## src/rtl/iq_dac_front.sv

```systemverilog
module iq_dac_front #(
  parameter int W = 8
) (
  input  logic         clk,
  input  logic         rst,
  input  logic         dual_mode,
  input  logic [W-1:0] a_data,
  input  logic         a_wr,
  input  logic         a_clk,
  input  logic [W-1:0] b_data,
  input  logic         b_wr,
  input  logic         b_clk,
  output logic [W-1:0] code_a,
  output logic [W-1:0] code_b,
  output logic         upd_a,
  output logic         upd_b
);

  logic a_wr_q, a_clk_q, b_wr_q, b_clk_q;
  logic [W-1:0] hold_a, hold_b;
  logic phase;

  always_ff @(posedge clk) begin
    if (rst) begin
      a_wr_q  <= 1'b0;
      a_clk_q <= 1'b0;
      b_wr_q  <= 1'b0;
      b_clk_q <= 1'b0;
    end else begin
      a_wr_q  <= a_wr;
      a_clk_q <= a_clk;
      b_wr_q  <= b_wr;
      b_clk_q <= b_clk;
    end
  end

  wire a_wr_rise  = a_wr  & ~a_wr_q;
  wire a_clk_rise = a_clk & ~a_clk_q;
  wire b_wr_rise  = b_wr  & ~b_wr_q;
  wire b_clk_rise = b_clk & ~b_clk_q;

  wire iq_sel  = b_wr;
  wire iq_hold = b_clk;

  wire         ld_a  = dual_mode ? a_wr_rise : (a_wr_rise &  iq_sel);
  wire         ld_b  = dual_mode ? b_wr_rise : (a_wr_rise & ~iq_sel);
  wire [W-1:0] src_b = dual_mode ? b_data : a_data;

  wire iq_tick = ~dual_mode & ~iq_hold & a_clk_rise & ~phase;
  wire go_a    = dual_mode ? a_clk_rise : iq_tick;
  wire go_b    = dual_mode ? b_clk_rise : iq_tick;

  always_ff @(posedge clk) begin
    if (rst) begin
      hold_a <= '0;
      hold_b <= '0;
      code_a <= '0;
      code_b <= '0;
      upd_a  <= 1'b0;
      upd_b  <= 1'b0;
      phase  <= 1'b0;
    end else begin
      if (ld_a) hold_a <= a_data;
      if (ld_b) hold_b <= src_b;
      if (go_a) code_a <= hold_a;
      if (go_b) code_b <= hold_b;
      upd_a <= go_a;
      upd_b <= go_b;
      if (dual_mode || iq_hold) phase <= 1'b0;
      else if (a_clk_rise)      phase <= ~phase;
    end
  end

  a_r1_cleared: assert property (@(posedge clk)
    $past(rst) && !rst |-> code_a == '0 && code_b == '0 && !upd_a && !upd_b);

  a_r2_code_holds: assert property (@(posedge clk) disable iff (rst)
    !upd_a && !$past(rst) |-> $stable(code_a));

  a_r7_hold_blocks: assert property (@(posedge clk) disable iff (rst)
    !dual_mode && b_clk |=> !upd_a && !upd_b);

  a_r8_paired: assert property (@(posedge clk) disable iff (rst)
    !dual_mode && !$past(dual_mode) && !$past(rst) |-> upd_a == upd_b);

endmodule

```

## config.mk

```make
export PLATFORM = sky130hd
export DESIGN_NAME = iq_dac_front
export DESIGN_NICKNAME = d
export VERILOG_FILES = /design/src/rtl/iq_dac_front.sv
export SDC_FILE = /design/constraint.sdc
export NUM_CORES = 1
export LEC_CHECK = 0
export ABC_AREA = 1
export BUFFER_PORTS_ARGS = -buffer_cell sky130_fd_sc_hd__clkbuf_2
export CORE_AREA = 5 5 61 77
export DETAILED_ROUTE_END_ITERATION = 16
export DIE_AREA = 0 0 66 82
export GPL_TIMING_DRIVEN = 0
export HOLD_SLACK_MARGIN = 0.15
export PLACE_DENSITY = 0.73
export SYNTH_ARGS = -nofsm -noshare
export SYNTH_HDL_FRONTEND = slang
export SYNTH_SLANG_ARGS = --single-unit
export TNS_END_PERCENT = 10
```

## constraint.sdc

```tcl
create_clock -name clk -period 1.55 [get_ports clk]
set_clock_uncertainty 0.2 [all_clocks]
set_input_delay 0.0775 -clock clk [delete_from_list [all_inputs] [get_ports clk]]
set_output_delay 0.0775 -clock clk [all_outputs]
set_load 0.02 [all_outputs]
```

### Word level (Yosys, flattened, before mapping)

Cells that the tools add are included.

* register bits after elaboration: 39
* input port bits: 23
* output and inout bits: 18
* word-level logic and storage cells: 35

* muxes and demuxes: 5
* bitwise logic cells: 17
* reductions and logical operators: 2

Operator list (count)
* 1-bit bitwise AND: 9
* 8-bit two-way mux: 1
* 1-bit inverter: 8
* 1-bit two-way mux: 4
* 2-bit OR reduction: 1
* 1-bit logical OR: 1

### Longest topological paths before layout

* word-level depth: 5
* mapped depth: 7
* gate-level depth less buffers: 6

### Worst setup path before layout

OpenSTA, ideal clock, no wires.

* path type: register -> register
* from: reg a_clk_q
* to: reg code_a[0]
* arrival: 0.940 ns
* required time: 1.235 ns
* path slack: 0.295 ns
* cell stages (with the launch flop): 6
* path buffers: 1
* clock period less this slack: 1.255 ns
* path through: dfxtp_1 -> nor2_2 -> nand3_2 -> buf_2 -> a21oi_1 -> nor2_1

* longest elaborated chain between the ends: 5

Ends and longest elaborated chain
* start: declaration: line 19 `logic a_wr_q, a_clk_q, b_wr_q, b_clk_q;`
* start signal: assignment: line 31 `a_clk_q <= a_clk;`
* 1-bit inverter *: line 38 `wire a_clk_rise = a_clk & ~a_clk_q;`
* 1-bit bitwise AND *: line 38
* 1-bit bitwise AND (2 in a row): line 49 `wire iq_tick = ~dual_mode & ~iq_hold & a_clk_rise & ~phase;`
* 1-bit two-way mux *: line 50 `wire go_a = dual_mode ? a_clk_rise : iq_tick;`
* end signal: assignment: line 65 `if (go_a) code_a <= hold_a;`
* end: declaration: line 13 `output logic [W-1:0] code_a,`

Mark *: on every way between the ends. The rest lies on a longest branch, timed or not.
A chain may end at the register's enable or synchronous reset.

### Final worst setup path

* from: in dual_mode
* to: reg hold_b[0]

* longest elaborated chain between the ends: 1

Ends and longest elaborated chain
* start: declaration: line 6 `input logic dual_mode,`
* 8-bit two-way mux or 1-bit two-way mux (tied branches): line 47, 46
* end signal: assignment: line 64 `if (ld_b) hold_b <= src_b;`
* end: declaration: line 20 `logic [W-1:0] hold_a, hold_b;`

Several ways; a longest one is shown, not always the timed one.

==> metrics.md <==
| Metric | Value |
|---|---|
| Status | `finished, violations left` |
| Violated checks | `negative hold slack` |
| CP max FO | `10` |
| Final period util | `around 97%` |
| Slowest cell on crit path | `dlygate4sd3_1` |
| IO Count | `41` |
| CP endpoint kind | `flip-flop` |
| Final Hold Vio Count | `1` |
| CP arrival | `roughly 1500 ps` |
| Post-CTS Setup Repair Bufs | `0` |
| Synth Warn # | `0` |
| Unique masters post-synth | `17` |
| Root Driver | `clkbuf_8` |
| Skew-Pair Late Insertion Delay | `around 290 ps` |
| Post-route DRC | `0` |
| Cell count after synthesis | `approximately 250` |
| Worst setup path endpoint | `hold_b[0]` |
| Vias in the first global route | `around 1800` |
| Required time worst endpoint | `between 1500 and 2000 ps` |
| CTS tree | `built` |
| Port bufs | `39` |
| Leak | `1.22 nW` |
| DRT Wirelength | `between 4000 and 5000 µm` |
| Die W | `between 60 and 70 µm` |
| Reg-to-Reg End | `code_b[1]` |
| Pre-CTS setup slack | `82.7 ps` |
| Final GP Congestion | `approximately 0.85` |
| Final #Nets | `~340` |
| TritonCTS Sinks | `39` |
| Layout cell share with drive strength beyond 1 | `a little over 20%` |
| Largest net degree at the start of global routing | `12` |
| Diode count | `0` |
| R2r setup slk | `~100 ps` |
| Reg2reg start | `a_clk_q` |
| Routed Antenna Nets | `0` |
| Worst Tran Pin Value | `332 ps` |
| R2R depth | `5` |
| Num rows | `26` |
| Max-slew headroom | `between 70 and 80%` |
| Max Cap Viol | `0` |
| Average wire per standard cell | `about 13 µm` |
| CP startpoint kind | `input port` |
| Min Hold Slack | `-90.9 ps` |
| Worst-path clk slew | `approximately 70 ps` |
| Slew Limit Fails | `0` |
| GRT overflow | `0` |
| Syn_area_per_cell | `between 6 and 7 µm²` |
| Clock buffer depth | `2` |
| Area growth, synth to finish | `39.5%` |
| Starting DRC count in detailed routing | `between 50 and 60` |
| Post-synthesis sequential area ratio | `46.3%` |
| Final setup violating endpoints | `0` |
| DP Wirelength | `just under 3000 µm` |
| Pwr dens | `slightly below 1000 nW/µm²` |
| Crit path from | `dual_mode` |
| Die height | `82 µm` |
| Setup ws final | `~52 ps` |
| DRT Pass-1 Iters | `4` |
| Core Area | `about 3900 µm²` |
| Via count | `roughly 1800` |
| Post-route setup TNS | `0 ps` |
| Initial antenna violation count | `0` |
| Crit-path max cell delay | `approximately 580 ps` |
| Starting Density | `a little over two fifths` |
| Synth Net Count | `270` |
| Critical path type | `input port to flip-flop` |
| RSZ-0062 raised after global routing | `true` |
| Hold depth | `4` |
| Die ar. | `5410 µm²` |
| GRT Util Overall | `approximately a fifth` |
| Critical-path cell list | `clkbuf_2, inv_2, dlygate4sd3_1, nand3_2, buf_4, a21oi_1, nor2_1` |
| Max Freq | `around 670 MHz` |
| Yosys reg bits | `39` |
| Post-Syn Area | `1690 µm²` |
| CTS buffer count | `5` |
| Tmin final | `~1500 ps` |
| Hold/Removal Path Class | `input port to flip-flop` |
| First-pass GRT wire length | `roughly 8000 µm` |
| Max IR drop VDD | `between 0.5 and 0.6 mV` |
| CTS H-tree lvls | `2` |
| Vias/cell | `4.66` |
## how the worst min path moves through the flow
| stage | endpoint | from |
|---|---|---|
| after global placement | a_wr_q | a_wr |
| after global routing | phase | b_clk |
| final | phase | b_clk |
| after CTS | phase | b_clk |
| after detailed placement | a_clk_q | a_clk |
| after floorplan | a_wr_q | a_wr |
## cell type report
type	instances	area, µm²
sequential	39	781
timing repair buffer	67	478
multi-input combinational	164	728
inverter	32	120
fill	353	1580
buffer	12	76.3
tap	56	70.1
clock buffer	8	100
## registers in the layout, summed over array words and instances (netlist names)
register / count
hold_a: 8
phase: 1
code_a: 8
a_clk_q: 1
a_wr_q: 1
code_b: 8
b_clk_q: 1
upd_b: 1
b_wr_q: 1
upd_a: 1
hold_b: 8
## what timing repair did
item / CTS / global route
hold buffers: 27 / 1
gates resized for setup: 0 / 10
endpoints found under the setup margin: 0 / 27
hold endpoints to repair: 27 / 9
## routing by layer
metal	up-vias	part of all wire, %	global-route usage, %	wire (µm)
met2	57	54	36.1	2550
li1	914	-	-	-
met4	0	1.9	9.15	92
met3	11	5.3	4.24	252
met1	780	39	20.6	1860
met5	-	0	0	0
## report_power, final
| part | switching [mW] | internal [mW] | leakage (nW) |
|---|---|---|---|
| Combinational | 0.263 | 0.195 | 0.844 |
| Sequential | 0.0353 | 1.08 | 0.322 |
| Clock | 0.349 | 0.406 | 0.0515 |
| Total | 0.647 | 1.68 | 1.22 |
## logic make-up after synthesis
| family | share of synthesized area (%) |
|---|---|
| xor gates and xnor gates | 0.519 |
| DFF | 46.3 |
| buffers and inverters | 11.3 |
| and+or+nand+nor | 31.5 |
| AOI/OAI and AO/OA | 10.4 |
## synthesized netlist by cell type
master,count,area (µm²)
inv_1,31,116
nand2_1,50,188
inv_2,1,3.75
nand3_2,2,20.0
nor2_1,49,184
o21ai_1,1,5.00
buf_2,6,30.0
clkbuf_1,3,11.3
a21oi_1,26,130
buf_4,1,7.51
nand2_2,2,12.5
nand3_1,24,120
xor2_1,1,8.76
o21ai_0,8,40.0
buf_6,2,22.5
dfxtp_1,39,781
nor2_2,1,6.26
## metrics by stage
stage	cells	hold slack (ps)	total power [mW]	utilization [%]	cell area, µm²
6_report	378	-90.9	2.33	59.8	2350
5_1_grt	378	-68.7	2.45	59.8	2350
4_1_cts	377	-130	2.33	59.0	2320
3_5_place_dp	342	113	1.52	49.6	1950
3_3_place_gp	342	95.7	1.52	49.6	1950
2_1_floorplan	247	2.37	1.40	-	1690
## worst max-delay path: cells and delay by family
| family | cells | cell delay, ps |
|---|---|---|
| AOI/OAI and AO/OA | 1 | 150 |
| buffers and inverters | 4 | 1010 |
| and+or+nand+nor | 2 | 230 |
## cells in the final DEF, fill, tap and decap left out
cell / n
a21oi_1: 26
buf_6: 2
nand3_1: 24
clkbuf_8: 7
nand2_1: 50
inv_2: 1
dfxtp_1: 39
dlygate4sd3_1: 27
buf_4: 2
nand3_4: 1
nand3_2: 1
buf_2: 5
nor2_2: 2
nor2_1: 48
xor2_1: 1
dlymetal6s4s_1: 1
nand2_2: 2
clkbuf_1: 2
o21ai_2: 1
o21ai_0: 8
inv_1: 31
clkbuf_2: 41
Power figures use the tool's default switching activity.
